`config.mk`:
```
export PLATFORM = sky130hd
export DESIGN_NAME = fmac_core
export DESIGN_NICKNAME = d
export VERILOG_FILES = /design/src/rtl/fmac_pkg.sv /design/src/rtl/fmac_mult.sv /design/src/rtl/fmac_accum.sv /design/src/rtl/fmac_acc_bank.sv /design/src/rtl/fmac_core.sv
export SDC_FILE = /design/constraint.sdc
export NUM_CORES = 2
export LEC_CHECK = 0
export ABC_AREA = 0
export BUFFER_PORTS_ARGS = -buffer_cell sky130_fd_sc_hd__buf_2
export CAP_MARGIN = 20
export CELL_PAD_IN_SITES_DETAIL_PLACEMENT = 1
export CELL_PAD_IN_SITES_GLOBAL_PLACEMENT = 2
export CORE_MARGIN = 8
export CORE_UTILIZATION = 40
export CTS_CLUSTER_SIZE = 8
export DETAILED_ROUTE_END_ITERATION = 8
export PLACE_DENSITY_LB_ADDON = 0.1
export SYNTH_ARGS = -nofsm -noshare
export SYNTH_HDL_FRONTEND = slang
export SYNTH_SLANG_ARGS = --single-unit
```
`constraint.sdc`:
```
create_clock -name clk -period 19.1 [get_ports clk]
set_input_delay 0.955 -clock clk [delete_from_list [all_inputs] [get_ports clk]]
set_output_delay 0.955 -clock clk [all_outputs]
set_load 0.005 [all_outputs]
```
`src/rtl/fmac_pkg.sv`:
```
// Shared encodings for the multiply-accumulate unit.
// Assumes: opcode and sign-mode fields are 2 bits wide.
package fmac_pkg;
    typedef enum logic [1:0] {
        OP_MPY = 2'b00,
        OP_MAC = 2'b01,
        OP_MSU = 2'b10,
        OP_MPX = 2'b11
    } fmac_op_e;

    localparam logic [1:0] SM_SS = 2'b00;
    localparam logic [1:0] SM_SU = 2'b01;
endpackage

```
`src/rtl/fmac_mult.sv`:
```
// Stage-one multiplier: applies per-operand sign handling, forms the full product,
// optionally aligns it for fractional data and sign-extends to accumulator width.
// Assumes: AW >= 2*DW + 3 so the shifted product plus sign fits.
module fmac_mult #(
    parameter int DW = 24,
    parameter int AW = 56
) (
    input  logic [DW-1:0]  x,
    input  logic [DW-1:0]  y,
    input  logic [1:0]     smode,
    input  logic           frac,
    output logic [AW-1:0]  prod
);
    import fmac_pkg::*;

    localparam int PW = 2 * DW + 2;

    logic               x_signed;
    logic               y_signed;
    logic signed [PW-1:0] xe;
    logic signed [PW-1:0] ye;
    logic signed [PW-1:0] full;
    logic signed [PW:0]   shifted;

    // Decode operand signedness and extend both operands to product width.
    always_comb begin
        x_signed = (smode == SM_SS) || (smode == SM_SU);
        y_signed = (smode == SM_SS);
        xe = {{(PW-DW){x_signed & x[DW-1]}}, x};
        ye = {{(PW-DW){y_signed & y[DW-1]}}, y};
    end

    // Multiply, align and widen to accumulator size.
    always_comb begin
        full    = xe * ye;
        shifted = frac ? {full, 1'b0} : {full[PW-1], full};
        prod    = {{(AW-PW-1){shifted[PW]}}, shifted};
    end
endmodule

```
`src/rtl/fmac_accum.sv`:
```
// Stage-two arithmetic: combines the aligned product with the source accumulator
// by opcode, then optionally rounds the low word into the high word
// (nearest, ties to even on bit DW).
// Assumes: purely combinational; arithmetic wraps modulo 2^AW.
module fmac_accum #(
    parameter int DW = 24,
    parameter int AW = 56
) (
    input  logic [1:0]     op,
    input  logic           rnd,
    input  logic [AW-1:0]  src,
    input  logic [AW-1:0]  prod,
    output logic [AW-1:0]  res
);
    import fmac_pkg::*;

    logic [AW-1:0]    sum;
    logic [DW-1:0]    low;
    logic             bump;
    logic [AW-DW-1:0] hi;

    // Select plain multiply, add or subtract.
    always_comb begin
        unique case (fmac_op_e'(op))
            OP_MAC:  sum = src + prod;
            OP_MSU:  sum = src - prod;
            default: sum = prod;
        endcase
    end

    // Convergent rounding at bit DW-1, then clear the low word.
    always_comb begin
        low  = sum[DW-1:0];
        bump = low[DW-1] & ((|low[DW-2:0]) | sum[DW]);
        hi   = sum[AW-1:DW] + {{(AW-DW-1){1'b0}}, bump};
        res  = rnd ? {hi, {DW{1'b0}}} : sum;
    end
endmodule

```
`src/rtl/fmac_acc_bank.sv`:
```
// Accumulator register bank: NACC registers, one write port, one read port.
// Assumes: synchronous active-low reset clears every register.
module fmac_acc_bank #(
    parameter int NACC = 2,
    parameter int SW   = 1,
    parameter int AW   = 56
) (
    input  logic           clk,
    input  logic           rst_n,
    input  logic           we,
    input  logic [SW-1:0]  wsel,
    input  logic [AW-1:0]  wdata,
    input  logic [SW-1:0]  rsel,
    output logic [AW-1:0]  rdata
);
    logic [AW-1:0] acc_q [NACC];

    for (genvar i = 0; i < NACC; i++) begin : g_acc
        // Hold accumulator i; load on a write addressed to it.
        always_ff @(posedge clk) begin
            if (!rst_n)
                acc_q[i] <= '0;
            else if (we && (wsel == SW'(i)))
                acc_q[i] <= wdata;
        end
    end

    // Read port.
    always_comb rdata = acc_q[rsel];
endmodule

```
`src/rtl/fmac_core.sv`:
```
// Two-stage pipelined fractional multiply-accumulate unit with NACC accumulators.
// Stage 1 forms the aligned product and reads the source accumulator, bypassing
// the result still in stage 2 when it targets the same accumulator. Stage 2 adds,
// subtracts or passes the product, optionally rounds, and writes back.
// Assumes: one operation per cycle, no backpressure, synchronous active-low reset.
module fmac_core #(
    parameter int DW   = 24,
    parameter int EXT  = 8,
    parameter int NACC = 2
) (
    input  logic                clk,
    input  logic                rst_n,
    input  logic                in_valid,
    input  logic [DW-1:0]       op_x,
    input  logic [DW-1:0]       op_y,
    input  logic [1:0]          sign_mode,
    input  logic [((NACC > 1) ? $clog2(NACC) : 1)-1:0] acc_sel,
    input  logic [1:0]          opcode,
    input  logic                frac_en,
    input  logic                round_en,
    output logic                out_valid,
    output logic [((NACC > 1) ? $clog2(NACC) : 1)-1:0] out_sel,
    output logic [2*DW+EXT-1:0] out_acc,
    output logic [DW-1:0]       out_word
);
    import fmac_pkg::*;

    localparam int AW = 2 * DW + EXT;
    localparam int SW = (NACC > 1) ? $clog2(NACC) : 1;

    logic [AW-1:0] prod_in;
    logic [AW-1:0] bank_rd;
    logic [AW-1:0] src_in;
    logic [AW-1:0] res;
    logic          fwd_hit;

    logic          s1_vld;
    logic [SW-1:0] s1_sel;
    logic [1:0]    s1_op;
    logic          s1_rnd;
    logic [AW-1:0] s1_prod;
    logic [AW-1:0] s1_src;

    fmac_mult #(.DW(DW), .AW(AW)) u_mult (
        .x     (op_x),
        .y     (op_y),
        .smode (sign_mode),
        .frac  (frac_en),
        .prod  (prod_in)
    );

    fmac_acc_bank #(.NACC(NACC), .SW(SW), .AW(AW)) u_bank (
        .clk   (clk),
        .rst_n (rst_n),
        .we    (s1_vld),
        .wsel  (s1_sel),
        .wdata (res),
        .rsel  (acc_sel),
        .rdata (bank_rd)
    );

    // Bypass the stage-2 result when it targets the accumulator being read.
    always_comb begin
        fwd_hit = s1_vld && (s1_sel == acc_sel);
        src_in  = fwd_hit ? res : bank_rd;
    end

    // Stage-1 pipeline register: product, source and control.
    always_ff @(posedge clk) begin
        if (!rst_n) begin
            s1_vld  <= 1'b0;
            s1_sel  <= '0;
            s1_op   <= '0;
            s1_rnd  <= 1'b0;
            s1_prod <= '0;
            s1_src  <= '0;
        end else begin
            s1_vld  <= in_valid;
            s1_sel  <= acc_sel;
            s1_op   <= opcode;
            s1_rnd  <= round_en;
            s1_prod <= prod_in;
            s1_src  <= src_in;
        end
    end

    fmac_accum #(.DW(DW), .AW(AW)) u_accum (
        .op   (s1_op),
        .rnd  (s1_rnd),
        .src  (s1_src),
        .prod (s1_prod),
        .res  (res)
    );

    // Output register: full result and its stored 24-bit form.
    always_ff @(posedge clk) begin
        if (!rst_n) begin
            out_valid <= 1'b0;
            out_sel   <= '0;
            out_acc   <= '0;
            out_word  <= '0;
        end else begin
            out_valid <= s1_vld;
            out_sel   <= s1_sel;
            out_acc   <= res;
            out_word  <= res[2*DW-1:DW];
        end
    end

    // reset empties the pipeline.
    assert_reset_clears_R1: assert property (@(posedge clk)
        !rst_n |=> (!out_valid && !s1_vld));

    // an issued operation reaches stage 2, then the output, one cycle each.
    assert_issue_latency_R7: assert property (@(posedge clk) disable iff (!rst_n)
        in_valid |=> s1_vld);
    assert_result_latency_R7: assert property (@(posedge clk) disable iff (!rst_n)
        s1_vld |=> out_valid);

    // a plain multiply without rounding yields exactly the aligned product.
    assert_mpy_ignores_src_R5: assert property (@(posedge clk) disable iff (!rst_n)
        (s1_vld && !s1_rnd && (s1_op == OP_MPY || s1_op == OP_MPX)) |-> (res == s1_prod));

    // a rounded result has an empty low word.
    assert_round_clears_low_R9: assert property (@(posedge clk) disable iff (!rst_n)
        (s1_vld && s1_rnd) |-> (res[DW-1:0] == '0));

    // the stored word tracks the middle field of the result.
    assert_word_field_R10: assert property (@(posedge clk) disable iff (!rst_n)
        out_valid |-> (out_word == out_acc[2*DW-1:DW]));
endmodule

```
# After elaboration in Yosys (flattened, before gate mapping)
# Memory sizes are Yosys's and may differ from the RTL's.
# Cells that the tools add are included.
# Widths: inputs -> output; s select.
# totals
input_bits	58
latch_bits	0
wordCells	48
reg_bits	194
romBits	0
mem_count	1
mem_bits_rw	112
output_inout_bits	82
# classes
addsub	3
n_bitwise	8
n_eq_ne	4
n_div	0
reduce_logical	7
n_shift	0
n_mux	13
n_lt_le_gt_ge	0
mul	1
# mem_list
memory	depth	width	read_ports	rd_ports_with_merged_regs	wr	line	rtl
u_bank.acc_q	2	56	1	0	2	fmac_acc_bank.sv:16	logic [AW-1:0] acc_q [NACC];
# ops
cell	count
$mux 56	4
$pmux 56 s2	1
$add 56x56->56	1
$sub 56x56->56	1
$mul 25x25->50	1
$mux 50	1
$add 32x1->32	1
$reduce_or 23->1	1
$mux 1	7
$eq 2x1->1 const B	2
$and 1x1->1	3
$logic_and 1x1->1	3
$or 1x1->1	3
$eq 2x2->1 const B	1
$logic_not 2->1	1
$not 1->1	2
$reduce_or 2->1	1
$eq 1x1->1	1
$logic_or 1x1->1	1

# Depth between registers and ports, before layout
# depth
ltp_word	8
depth_mapped	29
mapped_depth_nobuf	28

# By module
# A second synthesis with hierarchy kept.
# unflattened
hier_cells	4569
area_unflattened_um2	40744.1
# by_module_without_submodules
module	n_inst	seq_area_each_um2	area_each_um2	cells_each
fmac_mult	1	0.0	23721.5	2651
fmac_accum	1	0.0	6612.6	1039
fmac_core	1	3503.4	5418.9	513
fmac_acc_bank	1	3363.2	4991.0	366

# Least setup slack after synthesis
# No wires, ideal clock.
# synth_timing
path_type	input to register
startpoint	in op_x[23]
endpoint	reg s1_prod[49]
setup_slack_ns	10.813
setup_ns	0.120
required_ns	18.980
path_buffers	1
t_arrival_ns	8.167
path_stages	27
path_cell_list	nor2b_1 -> clkbuf_1 -> nand2_1 -> inv_1 -> fa_1 -> fa_1 -> inv_1 -> fa_1 -> inv_1 -> fa_1 -> fa_1 -> fa_1 -> inv_1 -> fa_1 -> inv_1 -> ha_1 -> nand4_1 -> nor2_1 -> a211o_1 -> a221o_1 -> a31o_2 -> a21oi_1 -> o21ai_0 -> a211oi_1 -> o31ai_1 -> and4b_1 -> a211o_1
# synth_via
elab_chain_cells	3
# synth_rtl
item	line	rtl
start: declaration	fmac_core.sv:14	input logic [DW-1:0] op_x,
$and 1x1->1	fmac_mult.sv:29	xe = {{(PW-DW){x_signed & x[DW-1]}}, x};
$mul 25x25->50 (*)	fmac_mult.sv:35	full = xe * ye;
$mux 50 (*)	fmac_mult.sv:36	shifted = frac ? {full, 1'b0} : {full[PW-1], full};
end signal: assignment	fmac_core.sv:82	s1_prod <= prod_in;
end: declaration	fmac_core.sv:41	logic [AW-1:0] s1_prod;
# Mark *: on every way between the ends. The rest lies on a longest branch, timed or not.
# A chain may end at the register's enable or synchronous reset.

# Worst setup path after layout
# Ends and elaborated chain as after synthesis.

==> metrics.md <==
| Metric | Value |
|---|---|
| Max clock buf depth | `3` |
| Fin Setup TNS | `0 ns` |
| Clock-pin slew on the worst setup and hold paths | `0.05 ns` |
| Required @ worst endpoint | `19.54 ns` |
| Total gr overflow | `0` |
| Most common cell on crit path | `fa_1` |
| Core Area | `98,400 um^2` |
| Iter 0 DRT Violations | `1,469` |
| DRT Pass-1 Iters | `5` |
| DIE WIDTH | `331 um` |
| DR WL/cell | `21.9 um` |
| Routed WL | `125,000 um` |
| Hold_buf cts | `0` |
| Synth area leaders | `fa_1, dfxtp_1, edfxtp_1, inv_1, ha_1` |
| Clock Skew | `0.0244 ns` |
| Final setup vio count | `0` |
| Crit-path slowest cell | `fa_1` |
| Mean Syn Cell Area | `8.95 um^2` |
| Setup CP Type | `in -> reg` |
| Number of synthesized flops with an enable pin | `112` |
| I/O pin cnt | `140` |
| Peak Freq | `0.115 GHz` |
| Worst Tran Pin Value | `1.13 ns` |
| Slew margin rel. | `24.5%` |
| Synth Instances | `4,439` |
| H-tree levels | `2` |
| # rows | `115` |
| Commonest non-fill, non-tap cell in the layout | `inv_1` |
| Sequential cell area | `6770 um^2` |
| Commonest non-fill, non-tap cells in the layout | `inv_1, fa_1, nand2_1` |
| Placed instance count | `5,634` |
| Initial core utilization | `40.4%` |
| GP Congestion | `0.887` |
| Nets | `5,306` |
| Post-CTS Setup Inserts | `0` |
| Post-synthesis sequential area ratio | `17.0%` |
| Non-filler cells, final | `5,699` |
| Largest net degree at the start of global routing | `70` |
| Final Critical Period | `8.71 ns` |
| Vias in the first global route | `33,300` |
| Leading area contributor after synthesis | `fa_1` |
| Fillers | `11,500` |
| Clock root buffer | `clkbuf_16` |
| Num CTS Buffers | `41` |
| Tcrit/Tclk final | `45.6%` |
| Dpl hpwl | `100,000 um` |
| Startpoint types | `primary input` |
| Primary FF master, synth | `dfxtp_1` |
| Yosys warns | `0` |
| Vert. Die Dim | `331 um` |
| Max Cap Viol | `0` |
| Unrepaired setup endpoints after global routing | `no` |
| Worst hold path type | `reg -> reg` |
| Port bufs | `139` |
| DR vias/cell | `5.33` |
| Initial antenna violation count | `1` |
| Netlist area before placement | `39,700 um^2` |
| Routed Antenna Nets | `0` |
| Crit. End Element | `flip-flop` |
| Multi-input gate area | `29,300 um^2` |
| Status | `completed` |
| Die area | `110,000 um^2` |
| Final Hold Vio Count | `0` |
| Routed vias | `30,400` |
| First-pass GRT wire length | `198,000 um` |
| CTS sink cnt | `282` |
| Crit path largest cell delay | `0.70 ns` |
| TritonCTS clock tree | `done` |
| Post-CTS Resized | `0` |
| DRC Markers | `0` |
| Share of layout cells above drive strength 1 | `6.30%` |
| FF+latch count, synth | `282` |
| Synth unique cells | `94` |
| Final Max Slew Viols | `0` |
| Area grow syn2layout | `6.60%` |
| Overall routing resource usage | `23.0%` |
| Worst EP arrival | `9.15 ns` |
| Syn nets | `5,355` |
| Crit path max fanout | `26` |
| Async set-reset flop share out of synthesis | `0%` |
| Post-synth top area share | `33.2%` |
| Clock Latency Late Sink | `0.56 ns` |
==> layer usage <==
layer / up-vias / routed length (um) / global-route usage [%]
met5: - / 0 / 0
met4: 0 / 2330 / 4.51
met3: 98 / 4110 / 1.81
met2: 477 / 57100 / 37.8
met1: 15800 / 61300 / 33.4
li1: 14000 / - / -
==> registers in the layout, indices dropped and copies added, names as in the netlist <==
name and flops:
out_acc 56, out_sel 1, out_valid 1, s1_op 2
s1_prod 51, s1_rnd 1, s1_sel 1, s1_src 56
s1_vld 1, u_bank.acc_q 112
==> final timing paths <==
path / from / to / slack [ns] / depth (start not counted)
worst min-delay path: s1_vld / out_valid / 0.56 / 1
worst max register to register: s1_prod[8] / u_bank.acc_q[1][55] / 10.93 / 20
worst min register to register: s1_vld / out_valid / 0.56 / 1
worst max-delay path: op_x[23] / s1_prod[49] / 10.39 / 28
==> worst max-delay path: cells and delay by family <==
family          cells  cell delay (ns)
compound gates      8             2.15
simple gates        5             0.80
fa+ha+maj           8             4.03
buf+inv             7             1.18
==> metrics by stage <==
stage / area (um^2) / setup slack, ns / hold WS [ns] / utilization, %
3_5_place_dp: 41200 / 9.75 / 0.551 / 41.8
2_1_floorplan: 39700 / 10.81 / 0.506 / -
4_1_cts: 42400 / 10.32 / 0.566 / 43.0
6_report: 42400 / 10.39 / 0.561 / 43.0
5_1_grt: 42400 / 9.73 / 0.592 / 43.0
3_3_place_gp: 41200 / 9.91 / 0.542 / 41.8
==> cell type report <==
| cell class | instances | share of cell area, % |
|---|---|---|
| Tap cell | 1287 | 3.80 |
| Clock buffer | 63 | 2.74 |
| Timing Repair Buffer | 162 | 2.06 |
| Inverter | 705 | 6.25 |
| Sequential cell | 282 | 16.0 |
| Antenna cell | 1 | 0.00591 |
| Clock inverter | 1 | 0.0384 |
| Multi-Input combinational cell | 3198 | 69.1 |
==> Yosys cell counts, types with 32 or more instances <==
| master | number |
|---|---|
| fa_1 | 659 |
| o21a_1 | 36 |
| nand2_1 | 534 |
| inv_1 | 705 |
| mux2i_1 | 90 |
| and2_1 | 259 |
| ha_1 | 199 |
| a21o_1 | 60 |
| xnor2_1 | 109 |
| nand3_1 | 40 |
| clkbuf_1 | 213 |
| nand4_1 | 49 |
| dfxtp_1 | 170 |
| a21oi_1 | 185 |
| xor2_1 | 37 |
| nand2b_1 | 32 |
| o21ai_0 | 93 |
| edfxtp_1 | 112 |
| nor3_1 | 60 |
| nor2_1 | 333 |
==> cells by family (layout without fill, tap and decap cells) <==
family / count (synthesis) / count (layout) / share of synthesized area (%)
xor gates and xnor gates: 146 / 146 / 3.22
AOI/OAI and AO/OA: 609 / 609 / 10.2
DFF: 282 / 282 / 17.0
buffers and inverters: 959 / 931 / 9.33
other: 0 / 1 / 0
muxes: 114 / 114 / 2.95
adders and majority gates: 858 / 858 / 39.5
and+or+nand+nor: 1471 / 1471 / 17.8
Power is left out: the tool's default activity adds up to more than one toggle a clock period on the data nets, which glitch-free logic cannot reach.
